**config.mk**
```make
export PLATFORM = sky130hd
export DESIGN_NAME = xfer_seq
export DESIGN_NICKNAME = d
export VERILOG_FILES = /design/src/rtl/xfer_seq_pkg.sv /design/src/rtl/xfer_cfg_check.sv /design/src/rtl/xfer_addr_step.sv /design/src/rtl/xfer_seq.sv
export SDC_FILE = /design/constraint.sdc
export NUM_CORES = 1
export LEC_CHECK = 0
export BUFFER_PORTS_ARGS = -buffer_cell sky130_fd_sc_hd__buf_2
export CAP_MARGIN = 20
export CORE_MARGIN = 5
export CORE_UTILIZATION = 62
export CTS_CLUSTER_DIAMETER = 120
export DETAILED_ROUTE_END_ITERATION = 10
export PLACE_DENSITY = 0.88
export SLEW_MARGIN = 20
export SYNTH_ARGS = -nofsm -noshare
export SYNTH_HDL_FRONTEND = slang
export SYNTH_SLANG_ARGS = --single-unit
```
**constraint.sdc**
```tcl
create_clock -name clk -period 6.72 [get_ports clk]
set_input_delay 0.336 -clock clk [delete_from_list [all_inputs] [get_ports clk]]
set_output_delay 0.336 -clock clk [all_outputs]
set_load 0.02 [all_outputs]
```
**src/rtl/xfer_seq_pkg.sv**
```systemverilog
package xfer_seq_pkg;

  typedef enum logic [1:0] {ST_IDLE, ST_CHECK, ST_RUN} seq_state_e;

  localparam logic [1:0] AM_INC = 2'd0;
  localparam logic [1:0] AM_DEC = 2'd1;
  localparam logic [1:0] AM_FIX = 2'd2;

  localparam logic [2:0] MAX_WIDTH_CODE = 3'd5;

  // Bytes carried by one beat of the given width code (legal codes only).
  function automatic logic [5:0] width_bytes(logic [2:0] code);
    return 6'(6'd1 << code);
  endfunction

  // True when any of the lowest n bits of v is set.
  function automatic logic low_bits_set(logic [63:0] v, logic [3:0] n);
    logic [63:0] mask;
    mask = (64'd1 << n) - 64'd1;
    return |(v & mask);
  endfunction

  // Next address after one accepted beat.
  function automatic logic [63:0] next_addr(logic [63:0] a, logic [1:0] mode,
                                            logic [5:0] bytes);
    case (mode)
      AM_INC:  return a + 64'(bytes);
      AM_DEC:  return a - 64'(bytes);
      default: return a;
    endcase
  endfunction

endpackage

```
**src/rtl/xfer_cfg_check.sv**
```systemverilog
module xfer_cfg_check
  import xfer_seq_pkg::*;
#(
  parameter int AW = 32,
  parameter int CW = 16,
  parameter int MAX_BURST_CODE = 10
) (
  input  logic [AW-1:0] src_addr_i,
  input  logic [AW-1:0] dst_addr_i,
  input  logic [CW-1:0] count_i,
  input  logic [2:0]    src_width_i,
  input  logic [2:0]    dst_width_i,
  input  logic [3:0]    burst_code_i,
  input  logic [1:0]    src_mode_i,
  input  logic [1:0]    dst_mode_i,
  output logic          bad_o
);

  logic bad_width, bad_burst, bad_mode, bad_zero, bad_align, bad_total, bad_bburst;
  logic [4:0] burst_shift;

  assign burst_shift = 5'(burst_code_i) + 5'(src_width_i);

  always_comb begin
    bad_width  = (src_width_i > MAX_WIDTH_CODE) || (dst_width_i > MAX_WIDTH_CODE);
    bad_burst  = 32'(burst_code_i) > MAX_BURST_CODE;
    bad_mode   = (src_mode_i == 2'd3) || (dst_mode_i == 2'd3);
    bad_zero   = (count_i == '0);
    bad_align  = low_bits_set(64'(src_addr_i), {1'b0, src_width_i}) ||
                 low_bits_set(64'(dst_addr_i), {1'b0, dst_width_i});
    bad_total  = low_bits_set(64'(count_i) << src_width_i, {1'b0, dst_width_i});
    bad_bburst = burst_shift < 5'(dst_width_i);
    bad_o = bad_width | bad_burst | bad_mode | bad_zero | bad_align | bad_total | bad_bburst;
  end

endmodule

```
**src/rtl/xfer_addr_step.sv**
```systemverilog
module xfer_addr_step
  import xfer_seq_pkg::*;
#(
  parameter int AW = 32
) (
  input  logic          clk,
  input  logic          rst_n,
  input  logic          load_i,
  input  logic [AW-1:0] load_addr_i,
  input  logic          adv_i,
  input  logic [1:0]    mode_i,
  input  logic [5:0]    bytes_i,
  output logic [AW-1:0] addr_o
);

  logic [AW-1:0] addr_q;

  always_ff @(posedge clk or negedge rst_n) begin
    if (!rst_n)      addr_q <= '0;
    else if (load_i) addr_q <= load_addr_i;
    else if (adv_i)  addr_q <= AW'(next_addr(64'(addr_q), mode_i, bytes_i));
  end

  assign addr_o = addr_q;

  AST_FIXED_HOLDS: assert property (@(posedge clk) disable iff (!rst_n)
    (adv_i && !load_i && mode_i == AM_FIX) |=> $stable(addr_o));

endmodule

```
**src/rtl/xfer_seq.sv**
```systemverilog
module xfer_seq
  import xfer_seq_pkg::*;
#(
  parameter int AW = 32,
  parameter int CW = 16,
  parameter int MAX_BURST_CODE = 10
) (
  input  logic          clk,
  input  logic          rst_n,
  input  logic          start_i,
  input  logic [AW-1:0] src_addr_i,
  input  logic [AW-1:0] dst_addr_i,
  input  logic [CW-1:0] count_i,
  input  logic [2:0]    src_width_i,
  input  logic [2:0]    dst_width_i,
  input  logic [3:0]    burst_code_i,
  input  logic [1:0]    src_mode_i,
  input  logic [1:0]    dst_mode_i,
  input  logic          abort_i,
  input  logic          beat_ready_i,
  output logic          beat_valid_o,
  output logic [AW-1:0] cur_src_o,
  output logic [AW-1:0] cur_dst_o,
  output logic          burst_end_o,
  output logic [CW-1:0] count_o,
  output logic          busy_o,
  output logic          done_o,
  output logic          error_o,
  output logic          aborted_o
);

  localparam int BCW = MAX_BURST_CODE + 1;

  seq_state_e    state_q;
  logic [CW-1:0] count_q;
  logic [BCW-1:0] bcnt_q;
  logic [2:0]    sw_q, dw_q;
  logic [3:0]    bc_q;
  logic [1:0]    sm_q, dm_q;
  logic          done_q, err_q, abt_q;

  // named internal events
  logic load_ev, accept_ev, final_beat, burst_last, cfg_bad, finish_ev, abort_ev;
  logic [5:0] step_bytes;
  logic [BCW-1:0] burst_len;

  assign load_ev    = (state_q == ST_IDLE) && start_i;
  assign accept_ev  = (state_q == ST_RUN) && beat_ready_i;
  assign final_beat = (count_q == CW'(1));
  assign burst_len  = BCW'(1) << bc_q;
  assign burst_last = (bcnt_q == burst_len - BCW'(1));
  assign finish_ev  = accept_ev && final_beat;
  assign abort_ev   = (state_q == ST_RUN) && abort_i && !finish_ev;
  assign step_bytes = width_bytes(sw_q);

  xfer_cfg_check #(.AW(AW), .CW(CW), .MAX_BURST_CODE(MAX_BURST_CODE)) i_check (
    .src_addr_i   (cur_src_o),
    .dst_addr_i   (cur_dst_o),
    .count_i      (count_q),
    .src_width_i  (sw_q),
    .dst_width_i  (dw_q),
    .burst_code_i (bc_q),
    .src_mode_i   (sm_q),
    .dst_mode_i   (dm_q),
    .bad_o        (cfg_bad)
  );

  logic [AW-1:0] side_load [2];
  logic [1:0]    side_mode [2];
  logic [AW-1:0] side_addr [2];

  assign side_load[0] = src_addr_i;
  assign side_load[1] = dst_addr_i;
  assign side_mode[0] = sm_q;
  assign side_mode[1] = dm_q;

  for (genvar g = 0; g < 2; g++) begin : g_side
    xfer_addr_step #(.AW(AW)) i_step (
      .clk         (clk),
      .rst_n       (rst_n),
      .load_i      (load_ev),
      .load_addr_i (side_load[g]),
      .adv_i       (accept_ev),
      .mode_i      (side_mode[g]),
      .bytes_i     (step_bytes),
      .addr_o      (side_addr[g])
    );
  end

  assign cur_src_o = side_addr[0];
  assign cur_dst_o = side_addr[1];

  always_ff @(posedge clk or negedge rst_n) begin
    if (!rst_n) begin
      state_q <= ST_IDLE;
      count_q <= '0;
      bcnt_q  <= '0;
      sw_q    <= '0;
      dw_q    <= '0;
      bc_q    <= '0;
      sm_q    <= '0;
      dm_q    <= '0;
      done_q  <= 1'b0;
      err_q   <= 1'b0;
      abt_q   <= 1'b0;
    end else begin
      done_q <= 1'b0;
      err_q  <= 1'b0;
      abt_q  <= 1'b0;
      case (state_q)
        ST_IDLE: if (start_i) begin
          state_q <= ST_CHECK;
          count_q <= count_i;
          bcnt_q  <= '0;
          sw_q    <= src_width_i;
          dw_q    <= dst_width_i;
          bc_q    <= burst_code_i;
          sm_q    <= src_mode_i;
          dm_q    <= dst_mode_i;
        end
        ST_CHECK: begin
          if (cfg_bad) begin
            state_q <= ST_IDLE;
            err_q   <= 1'b1;
          end else begin
            state_q <= ST_RUN;
          end
        end
        ST_RUN: begin
          if (accept_ev) begin
            count_q <= count_q - CW'(1);
            bcnt_q  <= burst_last ? '0 : bcnt_q + BCW'(1);
          end
          if (finish_ev) begin
            state_q <= ST_IDLE;
            done_q  <= 1'b1;
          end else if (abort_ev) begin
            state_q <= ST_IDLE;
            abt_q   <= 1'b1;
          end
        end
        default: state_q <= ST_IDLE;
      endcase
    end
  end

  assign beat_valid_o = (state_q == ST_RUN);
  assign burst_end_o  = beat_valid_o && (burst_last || final_beat);
  assign count_o      = count_q;
  assign busy_o       = (state_q != ST_IDLE);
  assign done_o       = done_q;
  assign error_o      = err_q;
  assign aborted_o    = abt_q;

  AST_START_TAKES: assert property (@(posedge clk) disable iff (!rst_n)
    (!busy_o && start_i) |=> (busy_o && !beat_valid_o));
  AST_BAD_CFG_REJECT: assert property (@(posedge clk) disable iff (!rst_n)
    (state_q == ST_CHECK && cfg_bad) |=> (error_o && !busy_o));
  AST_ONE_OUTCOME: assert property (@(posedge clk) disable iff (!rst_n)
    $onehot0({done_o, error_o, aborted_o}));
  AST_COUNT_DOWN: assert property (@(posedge clk) disable iff (!rst_n)
    accept_ev |=> (count_o == $past(count_o) - CW'(1)));
  AST_DONE_ZERO: assert property (@(posedge clk) disable iff (!rst_n)
    done_o |-> (count_o == '0 && !busy_o));
  AST_SRC_INC: assert property (@(posedge clk) disable iff (!rst_n)
    (accept_ev && sm_q == AM_INC) |=> (cur_src_o == $past(cur_src_o) + AW'($past(step_bytes))));
  AST_DST_DEC: assert property (@(posedge clk) disable iff (!rst_n)
    (accept_ev && dm_q == AM_DEC) |=> (cur_dst_o == $past(cur_dst_o) - AW'($past(step_bytes))));
  AST_LAST_FLAGGED: assert property (@(posedge clk) disable iff (!rst_n)
    (beat_valid_o && count_o == CW'(1)) |-> burst_end_o);
  AST_ABORT_STOPS: assert property (@(posedge clk) disable iff (!rst_n)
    (beat_valid_o && abort_i && !(beat_ready_i && count_o == CW'(1))) |=> (aborted_o && !busy_o));
  AST_BUSY_NO_RELOAD: assert property (@(posedge clk) disable iff (!rst_n)
    (beat_valid_o && start_i && !beat_ready_i) |=> $stable(count_o));

endmodule

```
==> results.json, run 1 <==
{
  "fmax_mhz": 206,
  "slew_headroom_pct": 32.8,
  "synth.most_common_cell": "nand2_1",
  "num_rows": 45,
  "path_class": "reg -> reg",
  "synth_area_leaders": "dfrtp_1 29%, ha_1 10%, nand2_1 7.4%, a21oi_1 6.7%, o21ai_0 6.6%",
  "clock_path_buffers": 2,
  "cts-resized-gates": 0,
  "drive_above_1_share_pct": 17.0,
  "crit_chain": "nor2_1 -> nand2_1 -> ha_1 -> o21ai_0 -> nand2_1 -> ha_1 -> a21o_1 -> a211o_1 -> o41ai_1 -> a21oi_1 -> o21ai_1 -> a21oi_1 -> a2bb2oi_1 -> a311oi_1 -> nand3_1",
  "drv_cap": 0,
  "fin_skew_ns": 0.0117,
  "dr.pass1.iters": 8,
  "nets": 1552,
  "wire_per_inst_microns": 18.5,
  "synth_edf_count": 0,
  "ios": 185,
  "wl_microns": 29000,
  "grt_max_degree": 76,
  "antenna_cells": 0,
  "syn_nets": 1409,
  "ys_seq_elements": 110,
  "seq_area_frac_synth_pct": 28.9,
  "startpoint_type": "flop",
  "max_slew.worst_pin.slew_ns": 1.01,
  "post_cts_buffers": 0,
  "ys_top_cells_by_count": "188 x nand2_1, 128 x a21oi_1, 125 x o21ai_0",
  "ant_nets": 0,
  "min_path_type": "in -> reg",
  "cpLargestDelayFamily": "compound AO/OA/AOI/OAI gates",
  "period_share_pct": 72.1,
  "leakagePower_nw": 5.13,
  "p_total_mw": 5.06,
  "finalSetupTns_ns": 0,
  "clk_pin_slew_ns": 0.08,
  "dieArea_sq_mm": 0.0179,
  "synth_top_area_share_pct": 28.9,
  "hold_slack_ns": 0.163,
  "slowest_stage": "dfrtp_1",
  "worst_ep_arrival_time_ns": 5.07,
  "required_ns": 6.95,
  "maxSlewViolCount": 0,
  "status": "finished, final reports clean",
  "via_per_inst": 6.39,
  "postSynthAreaPerCell_sq_um": 7.74,
  "place.gp.congestion": 0.953,
  "drt_iter0_drc": 873,
  "dp_hpwl_microns": 21500,
  "tritoncts": "built",
  "synth_ff_type": "dfrtp_1",
  "cts.sinks": 110,
  "power.density_mw_per_mm2": 469,
  "grt_usage_pct": 31.7,
  "core_sq_mm": 0.0151,
  "initial_utilization_pct": 62.8,
  "synth.distinct_cells": 75,
  "root_buffer": "clkbuf_16",
  "antenna_found_initial": 0,
  "critPathCaptureType": "flop",
  "rsz0062_at_grt": "false",
  "first_global_vias": 9423,
  "die_x_microns": 134,
  "yosys.area.top_type": "dfrtp_1",
  "syn_to_final_growth_pct": 13.5,
  "hold_violations": 0,
  "syn_inst": 1229,
  "cp.depth": 15,
  "rr_worst_depth": 15,
  "cpPeakStageDelay_ns": 0.72,
  "cts_max_level": 3,
  "worst-path-buf-inv": 0,
  "die_h_microns": 134,
  "finalCriticalPeriod_ns": 4.84,
  "overflow": 0,
  "worst_skew_pair.late_latency_ns": 0.36,
  "cts_made_buffers": 9,
  "crit_fanout": 31,
  "grt_first_pass_wirelength_microns": 46700,
  "yosysWarnings": 0,
  "drc": 0,
  "vias": 9992,
  "fillers": 1254,
  "async_reset_ff_share_pct": 100,
  "peakVddDrop_v": 0.000317,
  "port-buffer-count": 184,
  "whs_path_depth": 3,
  "setup_viol": 0,
  "netlist_area_sq_mm": 0.00951
}
-- cells in the final DEF, fill, tap and decap left out, types with 4 or more instances in the layout --
| cell type | instances |
|---|---|
| xor2_1 | 33 |
| nand2b_1 | 16 |
| o21ai_0 | 125 |
| nor2_1 | 88 |
| nand3_1 | 32 |
| a21o_1 | 33 |
| xnor2_1 | 32 |
| o21a_1 | 4 |
| o21bai_1 | 5 |
| o31ai_1 | 7 |
| and3_1 | 13 |
| inv_1 | 38 |
| a221oi_1 | 5 |
| o32ai_1 | 4 |
| buf_2 | 183 |
| a22oi_1 | 21 |
| mux2_2 | 7 |
| and2_1 | 4 |
| buf_4 | 10 |
| a21oi_1 | 128 |
| nor3b_1 | 4 |
| o22ai_1 | 10 |
| o211ai_1 | 7 |
| a211oi_1 | 6 |
| clkbuf_16 | 9 |
| nor4_1 | 9 |
| mux2i_1 | 5 |
| or3_1 | 9 |
| nor2b_1 | 14 |
| or3_4 | 4 |
| a31oi_1 | 18 |
| o21ai_1 | 13 |
| nand2_1 | 186 |
| ha_1 | 78 |
| dfrtp_1 | 110 |
| nor3_1 | 28 |
| nand4_1 | 8 |
-- final timing paths --
check,to,from,slack [ns]
max,g_side[0].i_step.addr_o[31]$_DFFE_PN0P_,sw_q[1]$_DFFE_PN0P_,1.88
min,bc_q[0]$_DFFE_PN0P_,burst_code_i[0],0.16
max reg2reg,g_side[0].i_step.addr_o[31]$_DFFE_PN0P_,sw_q[1]$_DFFE_PN0P_,1.88
min reg2reg,dm_q[0]$_DFFE_PN0P_,dm_q[0]$_DFFE_PN0P_,0.51
max in group asynchronous,g_side[0].i_step.addr_o[1]$_DFFE_PN0P_,rst_n,4.89
min in group asynchronous,bc_q[0]$_DFFE_PN0P_,rst_n,0.46
-- state kept, by name (all words and copies together) (netlist names) --
name and flops:
aborted_o 1, bc_q 4, bcnt_q 11, count_o 16, dm_q 2, done_o 1, dw_q 3, error_o 1
g_side.i_step.addr_o 64, sm_q 2, state_q 2, sw_q 3
-- where the power goes --
part	total, mW	internal [mW]	switching (mW)	leakage [nW]
Sequential	1.21	0.872	0.334	1.33
Clock	0.539	0.289	0.250	0.133
Combinational	3.31	1.34	1.97	3.67
Total	5.06	2.50	2.55	5.13
-- per-layer routing --
metal	track usage [%]	vias to the layer above	wire length [microns]
met5	0	-	0
met1	42.3	4695	11700
li1	-	4739	-
met4	9.49	0	730
met3	6.00	61	2580
met2	52.7	497	14000
-- timing repair --
action,4_1_cts,5_1_grt
setup endpoints to repair,0,0
hold buffers,1,0
hold endpoints to repair,35,0
-- per-stage QoR --
stage,area [sq um],setup WS [ns],std cells,util [%]
6_report,10800,1.88,1564,71.2
5_1_grt,10800,1.38,1564,71.2
4_1_cts,10800,1.97,1564,71.2
3_5_place_dp,10500,1.97,1548,69.3
3_3_place_gp,10500,2.21,1548,69.3
2_1_floorplan,9510,2.42,1229,-
-- layout make-up --
type	instances	area (sq um)	area share, %
repair buffers	194	1000	9.28
multi-input cells	1017	6370	59.0
inverters	40	150	1.39
clock inverters	3	46.3	0.429
clock buffers	12	236	2.19
flip-flops and latches	110	2750	25.5
well taps	188	235	2.18
-- cell families (layout without fill, tap and decap cells) --
kind of cell / count (synthesis) / count (layout) / share of synthesized area [%]
muxes: 15 / 15 / 2.07
xor gates and xnor gates: 65 / 65 / 5.99
AOI/OAI and AO/OA: 427 / 427 / 27.2
buffers and inverters: 102 / 249 / 4.20
and+or+nand+nor: 429 / 429 / 20.7
adders and majority gates: 81 / 81 / 10.9
DFF: 110 / 110 / 28.9
-- worst register-to-register path, delay by kind of cell, from the launching register on --
family                     cells  cell delay (ns)
adders and majority gates      2             0.73
and+or+nand+nor                4             1.08
AOI/OAI and AO/OA              9             2.19
DFF                            1             0.72
(Power assumes the default switching activity.)
==> inputs of run 2 (changes only) <==
--- a/config.mk
+++ b/config.mk
@@ -8,10 +8,10 @@
 export BUFFER_PORTS_ARGS = -buffer_cell sky130_fd_sc_hd__buf_2
 export CAP_MARGIN = 20
 export CORE_MARGIN = 5
-export CORE_UTILIZATION = 62
+export CORE_UTILIZATION = 52
 export CTS_CLUSTER_DIAMETER = 120
 export DETAILED_ROUTE_END_ITERATION = 10
-export PLACE_DENSITY = 0.88
+export PLACE_DENSITY = 0.79
 export SLEW_MARGIN = 20
 export SYNTH_ARGS = -nofsm -noshare
 export SYNTH_HDL_FRONTEND = slang
==> constraint.sdc (replaced) <==
create_clock -name clk -period 4.1 [get_ports clk]
set_input_delay 0.205 -clock clk [delete_from_list [all_inputs] [get_ports clk]]
set_output_delay 0.205 -clock clk [all_outputs]
set_load 0.02 [all_outputs]
==> run 2 against run 1 <==
Net effect:
- combinational power increased by 68%
- cell count increased by 4.2%
- hold slack got worse by 0.14 ns
- total power increased by 66%
- register-to-register slack got worse by 1.6 ns
- via count decreased by 1.9%
- first-iteration DRC count decreased by 15%
- sequential cell count unchanged
- sequential power increased by 60%
- count of clock-buffer cells in the layout decreased by 3
- global-route usage decreased by 4.4 points
- non-clock buffer count increased by 23
- critical endpoint is now g_side[0].i_step.addr_o[30]$_DFFE_PN0P_
- highest routed layer is now met5
==> results.json, run 2 (synthesized netlist as in run 1, its figures left out) <==
{
  "maxSlewViolCount": 0,
  "slew_headroom_pct": 31.5,
  "use_met2_pct": 44.6,
  "wl_microns": 29600,
  "layout_common_cells": "185 x nand2_1, 183 x buf_2, 125 x a21oi_1, 123 x o21ai_0, 110 x dfrtp_1",
  "cpLargestDelayFamily": "compound AO/OA/AOI/OAI gates",
  "clk_pin_slew_ns": 0.08,
  "overflow": 0,
  "via_per_inst": 6.02,
  "initial_utilization_pct": 52.9,
  "dp_hpwl_microns": 22400,
  "die_x_microns": 145,
  "r2r_slack_ns": 0.23,
  "startpoint_type": "flop",
  "rsz0062_at_grt": "false",
  "leakagePower_nw": 5.27,
  "status": "finished, final reports clean",
  "globalRouteMet3Util_pct": 5.36,
  "crit_chain": "nor2_1 -> nand2_1 -> ha_2 -> nand2b_1 -> a32oi_1 -> ha_1 -> a21o_1 -> a221o_1 -> o221ai_2 -> a21oi_2 -> a31oi_4 -> o311a_1 -> nor3_2 -> a31oi_1 -> xor2_1 -> o21ai_1",
  "cp.depth": 16,
  "min_path_type": "in -> reg",
  "power.density_mw_per_mm2": 759,
  "fin_skew_ns": 0.00888,
  "slowest_stage": "dfrtp_1",
  "nets": 1575,
  "rr_startpoint": "sw_q[1]$_DFFE_PN0P_",
  "worst_skew_pair.late_latency_ns": 0.36,
  "cts_max_level": 3,
  "multi_input_area_sq_mm": 0.00642,
  "drt_iter0_drc": 745,
  "setup_viol": 0,
  "period_share_pct": 94.5,
  "worst_ep_arrival_time_ns": 4.11,
  "p_total_mw": 8.41,
  "dr.pass1.iters": 7,
  "die_h_microns": 145,
  "tritoncts": "built",
  "worstSetupStartpoint": "sw_q[1]$_DFFE_PN0P_",
  "required_ns": 4.34,
  "grt_usage_pct": 27.3,
  "path_class": "reg -> reg",
  "top_usage_layer": "met2",
  "fmax_mhz": 258,
  "root_buffer": "clkbuf_16",
  "peakVddDrop_v": 0.000517,
  "drv_cap": 0,
  "seqCellArea_sq_mm": 0.00275,
  "place.gp.congestion": 0.952,
  "critPathCaptureType": "flop",
  "final_common_cell": "nand2_1",
  "dieArea_sq_mm": 0.0211,
  "first_global_vias": 9625,
  "antenna_cells": 0,
  "num_rows": 49,
  "endpoint": "g_side[0].i_step.addr_o[30]$_DFFE_PN0P_",
  "core_sq_mm": 0.0180,
  "cts_made_buffers": 9,
  "port-buffer-count": 184,
  "ios": 185,
  "drc": 0,
  "r2r-end": "g_side[0].i_step.addr_o[30]$_DFFE_PN0P_",
  "vias": 9800,
  "syn_to_final_growth_pct": 16.5,
  "clock_path_buffers": 2,
  "grtUsageMet1_pct": 36.7,
  "hold_violations": 0,
  "crit_fanout": 8,
  "grt_max_degree": 45,
  "worst-path-buf-inv": 0,
  "rr_worst_depth": 16,
  "antenna_found_initial": 4,
  "ant_nets": 0,
  "cts.sinks": 110,
  "max_slew.worst_pin.slew_ns": 1.03,
  "fillers": 1657,
  "finalCriticalPeriod_ns": 3.87,
  "finalSetupTns_ns": 0,
  "drive_above_1_share_pct": 19.4,
  "cpPeakStageDelay_ns": 0.46,
  "wire_per_inst_microns": 18.2,
  "largest_reg_flops": 64,
  "grt_first_pass_wirelength_microns": 48500
}
run 2: per-stage QoR:
stage          std cells  setup slack (ns)  hold WS, ns  area [sq um]  utilization (%)
4_1_cts             1628            0.0982       0.0200         11000             61.3
3_3_place_gp        1611             0.258        0.246         10700             59.6
6_report            1629             0.227       0.0273         11100             61.7
3_5_place_dp        1611             0.139        0.250         10700             59.6
2_1_floorplan       1229            0.0188      -0.0906          9520                -
5_1_grt             1629           0.00404       0.0414         11100             61.7
run 2: layout make-up:
cell class / instances / area share (%)
Timing Repair Buffer: 217 / 10.6
Clock buffer: 9 / 2.03
Clock inverter: 7 / 0.644
Sequential cell: 110 / 24.8
Tap cell: 229 / 2.59
Inverter: 40 / 1.36
Multi-Input combinational cell: 1017 / 57.9
run 2: metal layers:
metal,vias to the layer above,share of wire [%],wire length [microns]
met5,-,0.17,49
met3,61,7.3,2170
li1,4793,-,-
met4,8,2.6,761
met2,395,47,13900
met1,4543,43,12700
run 2: worst reg2reg max path: stages, from the launching register on:
cell      delay, ns
dfrtp_1        0.46
nor2_1         0.17
nand2_1        0.14
ha_2           0.26
nand2b_1       0.18
a32oi_1        0.22
ha_1           0.30
a21o_1         0.22
a221o_1        0.43
o221ai_2       0.26
a21oi_2        0.16
a31oi_4        0.25
o311a_1        0.19
nor3_2         0.06
a31oi_1        0.19
xor2_1         0.17
o21ai_1        0.08
run 2: worst min-delay path by stage:
stage,start,to,slack (ns),cells after the start
CTS,dst_mode_i[0],dm_q[0]$_DFFE_PN0P_,0.02,3
detailed placement,rst_n,bcnt_q[10]$_DFFE_PN0P_,0.25,1
floorplan,rst_n,aborted_o$_DFF_PN0_,-0.09,0
global route,src_mode_i[1],sm_q[1]$_DFFE_PN0P_,0.04,3
finish,dst_mode_i[0],dm_q[0]$_DFFE_PN0P_,0.03,3
global placement,rst_n,bcnt_q[10]$_DFFE_PN0P_,0.25,1
run 2: repair_timing:
action	4_1_cts	5_1_grt
setup endpoints to repair	0	22
hold endpoints to repair	42	0
buffers inserted	0	1
gates resized for setup	0	13
hold buffers	1	0
run 2: power breakdown:
group	internal [mW]	total (mW)	switching (mW)
clock	0.478	0.921	0.443
combinational	2.29	5.55	3.26
sequential	1.43	1.94	0.512
==> inputs of run 3 (changes only) <==
--- a/config.mk
+++ b/config.mk
@@ -5,10 +5,11 @@
 export SDC_FILE = /design/constraint.sdc
 export NUM_CORES = 1
 export LEC_CHECK = 0
+export ABC_AREA = 1
 export BUFFER_PORTS_ARGS = -buffer_cell sky130_fd_sc_hd__buf_2
 export CAP_MARGIN = 20
 export CORE_MARGIN = 5
-export CORE_UTILIZATION = 52
+export CORE_UTILIZATION = 54
 export CTS_CLUSTER_DIAMETER = 120
 export DETAILED_ROUTE_END_ITERATION = 10
 export PLACE_DENSITY = 0.79
==> run 3 against run 2 <==
Net effect:
- the run now ends with negative hold slack left
- combinational power up 35%
- clock power up 4.5%
- first-iteration DRC count up 59%
- largest power group unchanged
==> results.json, run 3 <==
{
  "required_ns": 4.37,
  "violations": "negative hold slack",
  "drc": 0,
  "syn_to_final_growth_pct": 12.8,
  "grt_usage_pct": 31.6,
  "syn_inst": 2125,
  "grt_first_pass_wirelength_microns": 66200,
  "drv_cap": 0,
  "leakagePower_nw": 8.14,
  "synth_ff_type": "dfrtp_1",
  "grt_max_degree": 68,
  "core_sq_mm": 0.0218,
  "r2r-end": "g_side[0].i_step.addr_o[17]$_DFFE_PN0P_",
  "hold_slack_ns": -0.0187,
  "grtUsageMet1_pct": 42.2,
  "ios": 185,
  "cp.depth": 21,
  "antenna_found_initial": 0,
  "rsz0062_at_grt": "false",
  "maxSlewViolCount": 0,
  "min_path_type": "in -> async",
  "ys_top_cells_by_count": "825 x nand2_1, 321 x inv_1, 249 x nor2_1",
  "status": "finished, violations left",
  "wire_per_inst_microns": 16.1,
  "crit_fanout": 8,
  "place.gp.congestion": 1.04,
  "synth.most_common_cell": "nand2_1",
  "peakVddDrop_v": 0.000463,
  "period_share_pct": 90.8,
  "top_usage_layer": "met2",
  "cpLargestDelayFamily": "simple AND/OR/NAND/NOR gates",
  "critPathCaptureType": "flop",
  "antenna_cells": 0,
  "r2r_slack_ns": 0.38,
  "dp_hpwl_microns": 33400,
  "dr.pass1.iters": 6,
  "cpPeakStageDelay_ns": 0.48,
  "cts_made_buffers": 9,
  "ant_nets": 0,
  "die_x_microns": 159,
  "hold_violations": 12,
  "largest_reg_flops": 64,
  "globalRouteMet3Util_pct": 3.83,
  "vias": 13800,
  "yosysWarnings": 0,
  "clock_path_buffers": 2,
  "startpoint_type": "flop",
  "post_cts_buffers": 0,
  "rr_worst_depth": 21,
  "via_per_inst": 5.37,
  "async_reset_ff_share_pct": 100,
  "tritoncts": "built",
  "crit_top_cell": "nand2_1",
  "layout_common_cells": "824 x nand2_1, 320 x inv_1, 249 x nor2_1, 183 x buf_2, 155 x nand3_1",
  "final_common_cell": "nand2_1",
  "die_h_microns": 159,
  "root_buffer": "clkbuf_16",
  "slowest_stage": "ha_1",
  "syn_nets": 2305,
  "fin_skew_ns": 0.0145,
  "slew_headroom_pct": 34.7,
  "dieArea_sq_mm": 0.0253,
  "use_met2_pct": 53.1,
  "synth_top_area_share_pct": 25.8,
  "synth_area_leaders": "nand2_1 26%, dfrtp_1 23%, inv_1 10%, ha_1 8.1%, nor2_1 7.8%",
  "fmax_mhz": 269,
  "initial_utilization_pct": 55.0,
  "crit_chain": "inv_1 -> nand2_1 -> nor2_1 -> inv_1 -> ha_1 -> inv_1 -> nor3_1 -> nand2_1 -> nand2_1 -> ha_1 -> nand2_1 -> inv_1 -> nand2_1 -> nor3_1 -> nand2_1 -> nand2_1 -> nand2_1 -> nand3_1 -> nand3_1 -> nand2_1 -> nand2_1",
  "first_global_vias": 12900,
  "path_class": "reg -> reg",
  "postSynthAreaPerCell_sq_um": 5.64,
  "nets": 2472,
  "synth_edf_count": 0,
  "rr_startpoint": "sw_q[1]$_DFFE_PN0P_",
  "finalCriticalPeriod_ns": 3.72,
  "worst_ep_arrival_time_ns": 3.99,
  "cts.sinks": 110,
  "clk_pin_slew_ns": 0.09,
  "drt_iter0_drc": 1187,
  "ys_seq_elements": 110,
  "worst_skew_pair.late_latency_ns": 0.38,
  "overflow": 0,
  "cts_max_level": 3,
  "synth.distinct_cells": 40,
  "power.density_mw_per_mm2": 772,
  "max_slew.worst_pin.slew_ns": 0.979,
  "port-buffer-count": 184,
  "wl_microns": 41400,
  "netlist_area_sq_mm": 0.0120,
  "setup_viol": 0,
  "seq_area_frac_synth_pct": 22.9,
  "num_rows": 54,
  "finalSetupTns_ns": 0,
  "worst-path-buf-inv": 4,
  "drive_above_1_share_pct": 10.8,
  "yosys.area.top_type": "nand2_1"
}
## run 3: cell count changes after synthesis, sizes merged, moves of 21 or more
cell and change:
nand2 +643, inv +290, nor2 +167, nand3 +123
o21ai -59, a21oi -33, a21o -29, xnor2 -27
clkbuf -23, a22oi -21
## run 3: report_power, final
part / internal [mW] / switching, mW / total [mW]
Clock: 0.442 / 0.520 / 0.962
Combinational: 2.46 / 5.02 / 7.49
Sequential: 1.44 / 0.551 / 1.99
Total: 4.35 / 6.09 / 10.4
## run 3: layout make-up
| class | count | area (sq um) |
|---|---|---|
| Tap cell | 280 | 350 |
| Sequential cell | 110 | 2750 |
| Timing Repair Buffer | 204 | 1070 |
| Clock buffer | 9 | 225 |
| Inverter | 331 | 1240 |
| Fill cell | 2237 | 8290 |
| Clock inverter | 7 | 86.3 |
| Multi-Input combinational cell | 1636 | 7800 |
## run 3: cells by family after synthesis
| logic type | Yosys count | synth area share (%) |
|---|---|---|
| AOI/OAI and AO/OA | 214 | 9.65 |
| and+or+nand+nor | 1309 | 44.3 |
| DFF | 110 | 22.9 |
| adders and majority gates | 81 | 8.64 |
| buffers and inverters | 379 | 12.1 |
| xor gates and xnor gates | 32 | 2.34 |
## run 3: how the worst max path moves through the flow
stage                                   start                                      end  slack [ns]
after global routing      sw_q[1]$_DFFE_PN0P_  g_side[1].i_step.addr_o[27]$_DFFE_PN0P_        0.08
after floorplan           sw_q[1]$_DFFE_PN0P_  g_side[0].i_step.addr_o[31]$_DFFE_PN0P_        1.05
after CTS                 sw_q[1]$_DFFE_PN0P_  g_side[1].i_step.addr_o[27]$_DFFE_PN0P_        0.38
final                     sw_q[1]$_DFFE_PN0P_  g_side[0].i_step.addr_o[17]$_DFFE_PN0P_        0.38
after global placement    sw_q[1]$_DFFE_PN0P_  g_side[1].i_step.addr_o[27]$_DFFE_PN0P_        0.52
after detailed placement  sw_q[1]$_DFFE_PN0P_  g_side[1].i_step.addr_o[27]$_DFFE_PN0P_        0.39
## run 3: metal layers
layer  share of wire, %  vias to the layer above
met5                  0                        -
met4                3.3                        0
met3                6.5                       87
met2                 46                      530
met1                 44                     6269
li1                   -                     6950
## run 3: repair_timing
action | CTS | global route
endpoints found under the hold margin | 0 | 0
hold buffers | 0 | 0
setup endpoints to repair | 0 | 1
resized for setup | 0 | 1
## run 3: stage by stage
stage          area (sq um)  util [%]  setup slack [ns]  std cells  power (mW)
3_5_place_dp          13200      60.5             0.389       2561        9.35
2_1_floorplan         12000         -              1.05       2125        7.17
4_1_cts               13500      62.0             0.378       2577        10.3
3_3_place_gp          13200      60.5             0.517       2561        9.26
6_report              13500      62.0             0.378       2577        10.4
5_1_grt               13500      62.0            0.0796       2577        11.5
